**src/rtl/ts_pid_filter.sv**
```systemverilog
module ts_pid_filter #(
  parameter int N_SLOTS = 8,
  parameter int PID_W   = 13,
  parameter int PKT_LEN = 188,
  parameter logic [7:0] SYNC = 8'h47,
  parameter int ADDR_W  = 5
) (
  input  logic        clk,
  input  logic        rst_n,
  input  logic        in_valid,
  input  logic        in_sop,
  input  logic [7:0]  in_data,
  input  logic        cfg_we,
  input  logic [ADDR_W-1:0] cfg_addr,
  input  logic [31:0] cfg_wdata,
  output logic        out_valid,
  output logic        out_sop,
  output logic [7:0]  out_data,
  output logic        out_pass,
  output logic        word_valid,
  output logic [31:0] word_data
);
  localparam int SLOT_W   = ADDR_W - 2;
  localparam int CNT_W    = $clog2(PKT_LEN);
  localparam int EN_BIT   = 15;
  localparam int BLK_BIT  = 13;
  localparam int ORD_BIT  = 14;
  localparam int ALL_BIT  = 16;
  localparam int DEC_IDX  = 2;

  logic [PID_W-1:0]   sh_pid  [N_SLOTS];
  logic [PID_W-1:0]   act_pid [N_SLOTS];
  logic [N_SLOTS-1:0] sh_en, act_en, hit;
  logic sh_block, sh_all, sh_order;
  logic act_block, act_all, act_order;

  wire [SLOT_W-1:0] wr_slot = cfg_addr[ADDR_W-1:2];
  wire wr_ok = cfg_we && (int'(wr_slot) < N_SLOTS);
  wire unused_bits = ^{cfg_wdata, cfg_addr[1:0]};

  always_ff @(posedge clk) begin
    if (!rst_n) begin
      for (int i = 0; i < N_SLOTS; i++) sh_pid[i] <= '1;
      sh_en    <= '0;
      sh_block <= 1'b1;
      sh_all   <= 1'b0;
      sh_order <= 1'b0;
    end else if (wr_ok) begin
      sh_pid[wr_slot] <= cfg_wdata[PID_W-1:0];
      sh_en[wr_slot]  <= cfg_wdata[EN_BIT];
      if (wr_slot == '0) begin
        sh_block <= cfg_wdata[BLK_BIT];
        sh_order <= cfg_wdata[ORD_BIT];
        sh_all   <= cfg_wdata[ALL_BIT];
      end
    end
  end

  logic [CNT_W-1:0] cnt;
  wire  [CNT_W-1:0] idx   = in_sop ? '0 : cnt;
  wire              first = in_valid && (idx == '0);
  wire              dec_beat = in_valid && (idx == CNT_W'(DEC_IDX));
  logic sync_ok;

  always_ff @(posedge clk) begin
    if (!rst_n) begin
      cnt <= '0;
      sync_ok <= 1'b0;
      for (int i = 0; i < N_SLOTS; i++) act_pid[i] <= '1;
      act_en    <= '0;
      act_block <= 1'b1;
      act_all   <= 1'b0;
      act_order <= 1'b0;
    end else if (in_valid) begin
      cnt <= (idx == CNT_W'(PKT_LEN-1)) ? '0 : idx + 1'b1;
      if (first) begin
        sync_ok   <= (in_data == SYNC);
        act_pid   <= sh_pid;
        act_en    <= sh_en;
        act_block <= sh_block;
        act_all   <= sh_all;
        act_order <= sh_order;
      end
    end
  end

  logic [7:0] d0, d1;
  logic s0, s1, v0, v1;
  wire [PID_W-1:0] pid_now = {d0[PID_W-9:0], in_data};

  for (genvar g = 0; g < N_SLOTS; g++) begin : g_slot
    assign hit[g] = act_en[g] && (act_pid[g] == pid_now);
  end

  wire dec_now = sync_ok && !act_block && (act_all || (|hit));
  logic pass_q, order_q, out_order;

  always_ff @(posedge clk) begin
    if (!rst_n) begin
      {d0, d1} <= '0;
      {s0, s1, v0, v1} <= '0;
      out_valid <= 1'b0;
      out_sop   <= 1'b0;
      out_data  <= '0;
      out_pass  <= 1'b0;
      out_order <= 1'b0;
      pass_q    <= 1'b0;
      order_q   <= 1'b0;
    end else if (in_valid) begin
      d0 <= in_data;  s0 <= in_sop;  v0 <= 1'b1;
      d1 <= d0;       s1 <= s0;      v1 <= v0;
      out_valid <= v1;
      out_data  <= d1;
      out_sop   <= s1;
      if (dec_beat) begin
        out_pass  <= dec_now;
        out_order <= act_order;
        pass_q    <= dec_now;
        order_q   <= act_order;
      end else begin
        out_pass  <= pass_q;
        out_order <= order_q;
      end
    end else begin
      out_valid <= 1'b0;
    end
  end

  logic [1:0]  lane;
  logic [23:0] acc;
  wire  [1:0]  ln = out_sop ? 2'd0 : lane;

  always_ff @(posedge clk) begin
    if (!rst_n) begin
      lane <= '0;
      acc  <= '0;
      word_valid <= 1'b0;
      word_data  <= '0;
    end else if (out_valid && out_pass) begin
      lane <= ln + 2'd1;
      word_valid <= (ln == 2'd3);
      if (out_order) begin
        acc <= {out_data, acc[23:8]};
        if (ln == 2'd3) word_data <= {out_data, acc};
      end else begin
        acc <= {acc[15:0], out_data};
        if (ln == 2'd3) word_data <= {acc, out_data};
      end
    end else begin
      word_valid <= 1'b0;
    end
  end

  logic last_vld, last_pass;
  always_ff @(posedge clk) begin
    if (!rst_n) begin
      last_vld  <= 1'b0;
      last_pass <= 1'b0;
    end else if (out_valid) begin
      last_vld  <= 1'b1;
      last_pass <= out_pass;
    end
  end

  AST_PASS_HOLD: assert property (@(posedge clk) disable iff (!rst_n)
    out_valid && !out_sop && last_vld |-> out_pass == last_pass);
  AST_BLOCK_WINS: assert property (@(posedge clk) disable iff (!rst_n)
    dec_beat && act_block |=> !out_pass);
  AST_PASS_ALL: assert property (@(posedge clk) disable iff (!rst_n)
    dec_beat && act_all && !act_block && sync_ok |=> out_pass);
  AST_BAD_SYNC: assert property (@(posedge clk) disable iff (!rst_n)
    dec_beat && !sync_ok |=> !out_pass);
  AST_CFG_HOLD: assert property (@(posedge clk) disable iff (!rst_n)
    !first |=> $stable(act_block) && $stable(act_all) && $stable(act_en));
  AST_WORD_SRC: assert property (@(posedge clk) disable iff (!rst_n)
    word_valid |-> $past(out_valid && out_pass));
endmodule

```
**config.mk**
```make
export PLATFORM = sky130hd
export DESIGN_NAME = ts_pid_filter
export DESIGN_NICKNAME = d
export VERILOG_FILES = /design/src/rtl/ts_pid_filter.sv
export SDC_FILE = /design/constraint.sdc
export NUM_CORES = 1
export LEC_CHECK = 0
export BUFFER_PORTS_ARGS = -buffer_cell sky130_fd_sc_hd__buf_2
export CAP_MARGIN = 40
export CORE_MARGIN = 5
export CORE_UTILIZATION = 48
export CTS_CLUSTER_SIZE = 20
export DETAILED_ROUTE_END_ITERATION = 6
export PLACE_DENSITY = 0.66
export REMOVE_ABC_BUFFERS = 1
export SLEW_MARGIN = 20
export SYNTH_ARGS = -nofsm -noshare
export SYNTH_HDL_FRONTEND = slang
export SYNTH_SLANG_ARGS = --single-unit
```
**constraint.sdc**
```tcl
create_clock -name clk -period 2.15 [get_ports clk]
set_input_delay 0.3225 -clock clk [delete_from_list [all_inputs] [get_ports clk]]
set_output_delay 0.3225 -clock clk [all_outputs]
set_load 0.03 [all_outputs]
```
==> qor.txt, run 1 <==
layout cells sized above 1: 10.78%
critical path type: flip-flop to flip-flop
Setup crit start kind: flip-flop
CP peak stage delay: 0.46 ns
final core utilization: 56.18%
design area: 15,180 µm²
Final Critical Period: 1.890 ns
status: finished, final reports clean
initial core utilization: 48.93%
PostCTS Resize Cnt: 0
Pleak: 6.570 nW
Port Buf Inserts: 76
CTS Buf Count: 35
row cnt: 60
Post-synth ARST share: 0%
unrepaired setup endpoints after global routing: false
Post-CTS Hold Buffers: 0
synth top area cells: dfxtp_1 50%, nand2_1 15%, nand3_1 8.2%
drt total wl: 34,120 µm
drt drc: 0
Die W: 176.0 µm
Max rail drop VDD: 0.6524 mV
setup TNS: 0 ns
top cell type's share of synthesized area: 49.96%
Final Hold Viols: 0
Seq cells post-synth: 330
Syn Std Cell Area: 13,220 µm²
Final Cycle Share: 87.89%
Main synth FF type: dfxtp_1
most numerous cell on the critical path: nor4_1
post-DP HPWL: 20,920 µm
number of flops mapped to enable cells by yosys: 0
final net count: 1,721
post-synth cell types: 39
Die Area: 30,970 µm²
clock latency on the worst-skew pair: 0.51 ns
remaining antenna violation count: 0
reg2reg setup slack: 0.26 ns
actual slew at the worst max-slew pin: 0.6541 ns
Seq/Total Area, Yosys: 49.96%
placed cells: 1,971
setup violators final: 0
largest net degree at the start of global routing: 72
Critical Path AT: 2.31 ns
Power Density: 905.1 nW/µm²
drt via density: 5.481
clk buf depth: 3
CP Capture Type: flip-flop
placed inst area: 14,060 µm²
Hold Crit Class: primary input to flip-flop
cell taking the most area after synthesis: dfxtp_1
DRT Pass-1 Iters: 5
Synth Instances: 1,633
post-route insts no fill: 2,029
aggregate global routing overflow: 0
Slew HR: 56.27%
critical-path cell list: buf_12, xnor2_1, nand4_1, nor4_1, nor4_1, buf_4, a311oi_1
Die H: 176.0 µm
ANT cells: 0
MaxCap Viol Count: 0
CTS tree: done
Clock Tree Root: clkbuf_16
Final Wtd Congestion: 0.8467
gr usage total: 21.61%
slowest CP cell: nor4_1
Worst-path clk slew: 0.06 ns
skew final: 0.01019 ns
Iter 0 DRT Violations: 969
Layout area overhead: 14.81%
Yosys Warn Count: 0
vias in the first global route: 10,140
Max Clk Rate: 0.5292 GHz
post-synthesis area per instance: 8.098 µm²
WL per Instance: 16.82 µm
Core ar.: 27,030 µm²
Post-CTS Setup Inserts: 0
CP Data Required Time: 2.57 ns
first-pass GRT wire length: 54,480 µm
number of clock sinks: 330
initial antenna violation count: 0
Top Ports: 94
Max Slew Vio Count: 0
via count: 11,120
H-tree depth: 2
crit path max fanout: 8
[per-stage QoR]
step,total power [mW],hold slack [ns],setup slack [ns]
2_1_floorplan,7.355,0.3943,-1.037
3_5_place_dp,7.891,0.4449,0.1118
3_3_place_gp,7.866,0.4369,0.1715
4_1_cts,13.85,0.02199,0.2684
5_1_grt,14.26,0.04526,0.1103
6_report,13.74,0.03358,0.2604
[synthesized netlist by cell type (all sizes together), types with 7 or more instances]
library cell / count
a21oi: 23
a311oi: 33
a31oi: 26
buf: 52
clkbuf: 79
dfxtp: 330
mux2i: 32
nand2: 513
nand2b: 36
nand3: 218
nand4: 24
nor2: 84
nor2b: 7
nor4: 10
o21ai: 28
xnor2: 100
[cell families after synthesis]
family | Yosys count | synth area share (%)
mux | 32 | 2.422
xor+xnor | 104 | 6.888
compound gates | 119 | 5.923
flops | 330 | 49.96
simple gates | 908 | 29.79
buf+inv | 136 | 4.646
fa+ha+maj | 4 | 0.3785
[cells in the final DEF (no fill, tap or decap), drive strengths merged, types with 7 or more instances in the layout]
| cell | n |
|---|---|
| clkbuf | 50 |
| nor4 | 10 |
| o21ai | 28 |
| nor2b | 7 |
| dfxtp | 330 |
| xnor2 | 100 |
| nor2 | 84 |
| a31oi | 26 |
| buf | 128 |
| a311oi | 33 |
| nand2b | 36 |
| a21oi | 23 |
| nand3 | 218 |
| mux2i | 32 |
| nand2 | 513 |
| nand4 | 24 |
[registers in the layout, indices dropped and copies added (netlist names), 2 cells and up]
register and count:
act_pid 104, sh_pid 104, word_data 32, acc 24
act_en 8, cnt 8, d0 8, d1 8
out_data 8, sh_en 8, lane 2
[power breakdown]
group / total, mW / internal [mW] / switching, mW
Sequential: 6.52 / 6.37 / 0.151
Combinational: 1.25 / 0.500 / 0.749
Clock: 5.97 / 3.60 / 2.37
Total: 13.7 / 10.5 / 3.27
[worst max-delay path, delay by kind of cell, from the launching register on]
kind	cells	cell delay, ns
buffers and inverters	2	0.35
AOI/OAI and AO/OA	1	0.24
and+or+nand+nor	3	0.68
DFF	1	0.39
xor gates and xnor gates	1	0.12
[worst paths after layout]
kind	depth (start not counted)	end	startpoint
max	7	pass_q$_SDFFE_PN0P_	d0[2]$_SDFFE_PN0P_
min	3	sh_block$_SDFFE_PN1P_	cfg_wdata[13]
max reg2reg	7	pass_q$_SDFFE_PN0P_	d0[2]$_SDFFE_PN0P_
min reg2reg	2	act_en[4]$_SDFFE_PN0P_	sh_en[4]$_SDFFE_PN0P_
[per-layer routing]
| metal | global-route usage (%) | part of all wire (%) | vias up | wire length, µm |
|---|---|---|---|---|
| met1 | 30.32 | 46 | 5255 | 15760 |
| met2 | 35.22 | 45 | 334 | 15340 |
| met5 | 0 | 0 | - | 0 |
| met3 | 3.105 | 6.3 | 59 | 2142 |
| li1 | - | - | 5472 | - |
| met4 | 5.686 | 2.6 | 0 | 882 |
[cell type report]
type | count | area (µm²)
fill | 2517 | 11840
sequential | 330 | 6606
multi-input combinational | 1167 | 6017
clock buffer | 50 | 1005
timing repair buffer | 128 | 989.7
tap | 341 | 426.7
clock inverter | 8 | 118.9
inverter | 5 | 18.77
Power figures use the tool's default switching activity.
==> run 2, diff against run 1 <==
--- a/config.mk
+++ b/config.mk
@@ -11,8 +11,10 @@
 export CORE_UTILIZATION = 48
 export CTS_CLUSTER_SIZE = 20
 export DETAILED_ROUTE_END_ITERATION = 6
+export HOLD_SLACK_MARGIN = 0.05
 export PLACE_DENSITY = 0.66
 export REMOVE_ABC_BUFFERS = 1
+export SKIP_LAST_GASP = 1
 export SLEW_MARGIN = 20
 export SYNTH_ARGS = -nofsm -noshare
 export SYNTH_HDL_FRONTEND = slang
==> qor.txt, run 2 (synthesis gave the netlist of run 1 again) <==
layout cells sized above 1: 10.77% (was 10.78%)
Hold Crit Class: primary input to flip-flop (unchanged)
Filler cells: 2,513 (was 2,517)
row cnt: 60 (unchanged)
CP Capture Type: flip-flop (unchanged)
drt total wl: 34,060 µm (was 34,120 µm)
Slew HR: 57.16% (was 56.27%)
Final Cycle Share: 89.69% (was 87.89%)
pre-CTS setup slack: 0.1118 ns (unchanged)
drt drc: 0 (unchanged)
Final Wtd Congestion: 0.8467 (unchanged)
ANT cells: 0 (unchanged)
Port Buf Inserts: 76 (unchanged)
Pwr Total: 13.74 mW (about the same)
Top Registers: act_pid: 104 flops, sh_pid: 104 flops, word_data: 32 flops (unchanged)
Final Hold Viols: 0 (unchanged)
final net count: 1,723 (was 1,721)
most frequent cells in the layout: 513 x nand2_1, 330 x dfxtp_1, 217 x nand3_1, 100 x xnor2_1, 84 x nor2_1 (unchanged)
PostCTS Resize Cnt: 0 (unchanged)
status: finished, final reports clean (unchanged)
Power Density: 903.7 nW/µm² (was 905.1 nW/µm²)
Clock Tree Root: clkbuf_16 (unchanged)
first-pass GRT wire length: 54,520 µm (was 54,480 µm)
WL per Instance: 16.77 µm (was 16.82 µm)
setup TNS: 0 ns (unchanged)
Die Area: 30,970 µm² (unchanged)
largest net degree at the start of global routing: 72 (unchanged)
number of clock sinks: 330 (unchanged)
post-DP HPWL: 20,920 µm (unchanged)
Final Critical Period: 1.928 ns (was 1.890 ns)
multi-input logic area: 6017 µm² (unchanged)
clk buf depth: 3 (unchanged)
actual slew at the worst max-slew pin: 0.6407 ns (was 0.6541 ns)
vias in the first global route: 10,160 (was 10,140)
drt via density: 5.469 (was 5.481)
Die H: 176.0 µm (unchanged)
post-route insts no fill: 2,031 (was 2,029)
CTS Buf Count: 35 (unchanged)
CTS tree: done (unchanged)
placed cells: 1,971 (unchanged)
Setup crit start kind: flip-flop (unchanged)
Max Clk Rate: 0.5186 GHz (was 0.5292 GHz)
via count: 11,110 (was 11,120)
Layout area overhead: 14.96% (was 14.81%)
clock latency on the worst-skew pair: 0.51 ns (about the same)
critical path type: flip-flop to flip-flop (unchanged)
unrepaired setup endpoints after global routing: false (unchanged)
Max rail drop VDD: 0.6519 mV (was 0.6524 mV)
commonest non-fill, non-tap cell in the layout: nand2_1 (unchanged)
initial core utilization: 48.93% (unchanged)
setup violators final: 0 (unchanged)
crit path max fanout: 8 (unchanged)
aggregate global routing overflow: 0 (unchanged)
Core ar.: 27,030 µm² (unchanged)
Pleak: 6.578 nW (was 6.570 nW)
DRT Pass-1 Iters: 6 (was 5)
gr usage total: 21.62% (was 21.61%)
Critical Path AT: 2.34 ns (was 2.31 ns)
CP Data Required Time: 2.57 ns (about the same)
Worst-path clk slew: 0.06 ns (about the same)
Die W: 176.0 µm (unchanged)
sequential standard cell area: 6606 µm² (unchanged)
remaining antenna violation count: 0 (unchanged)
initial antenna violation count: 0 (unchanged)
MaxCap Viol Count: 0 (unchanged)
final setup margin: 0.2217 ns (was 0.2604 ns)
Iter 0 DRT Violations: 949 (was 969)
skew final: 0.007622 ns (was 0.01019 ns)
Max Slew Vio Count: 0 (unchanged)
Top Ports: 94 (unchanged)
H-tree depth: 2 (unchanged)
[run 2: path summary, 6_finish.rpt]
check                              from                endpoint  slack [ns]  depth (start not counted)
setup / recovery     d0[2]$_SDFFE_PN0P_     pass_q$_SDFFE_PN0P_        0.22                          7
setup reg to reg     d0[2]$_SDFFE_PN0P_     pass_q$_SDFFE_PN0P_        0.22                          7
hold / removal            cfg_wdata[16]     sh_all$_SDFFE_PN0P_        0.07                          3
hold reg to reg   sh_en[4]$_SDFFE_PN0P_  act_en[4]$_SDFFE_PN0P_        0.45                          2
[run 2: cell type report]
class | instances | area share, %
tap | 341 | 2.807
multi-input combinational | 1167 | 39.58
clock buffer | 50 | 6.609
clock inverter | 8 | 0.7819
inverter | 5 | 0.1235
timing repair buffer | 130 | 6.642
sequential | 330 | 43.46
[run 2: repair_timing]
action                                 in CTS  in global routing
hold buffers                                2                  0
setup buffers                               0                  0
endpoints found under the hold margin       2                  0
[run 2: stage by stage]
step / hold slack, ns / cell area (µm²) / utilization (%)
2_1_floorplan: 0.3943 / 12630 / -
6_report: 0.06572 / 15200 / 56.25
3_3_place_gp: 0.4369 / 14060 / 52.02
5_1_grt: 0.07401 / 15200 / 56.25
4_1_cts: 0.05096 / 15200 / 56.25
3_5_place_dp: 0.4449 / 14060 / 52.02
[run 2: worst max-delay path, stage by stage, from the launching register on]
cell and delay [ns]:
dfxtp_1 0.39, buf_12 0.18, xnor2_1 0.12, nand4_1 0.12
nor4_1 0.49, nor4_1 0.11, buf_4 0.18, a311oi_1 0.24
[run 2: metal layers]
metal,GRT usage [%],part of all wire [%]
met5,0,0
met4,5.686,2.5
met3,3.105,6.7
met2,35.24,45
met1,30.33,46
[run 2: power by group]
group          switching (mW)  internal [mW]  leakage, nW
Combinational           0.748          0.502         3.33
Clock                    2.37           3.60        0.551
Sequential              0.151           6.37         2.70
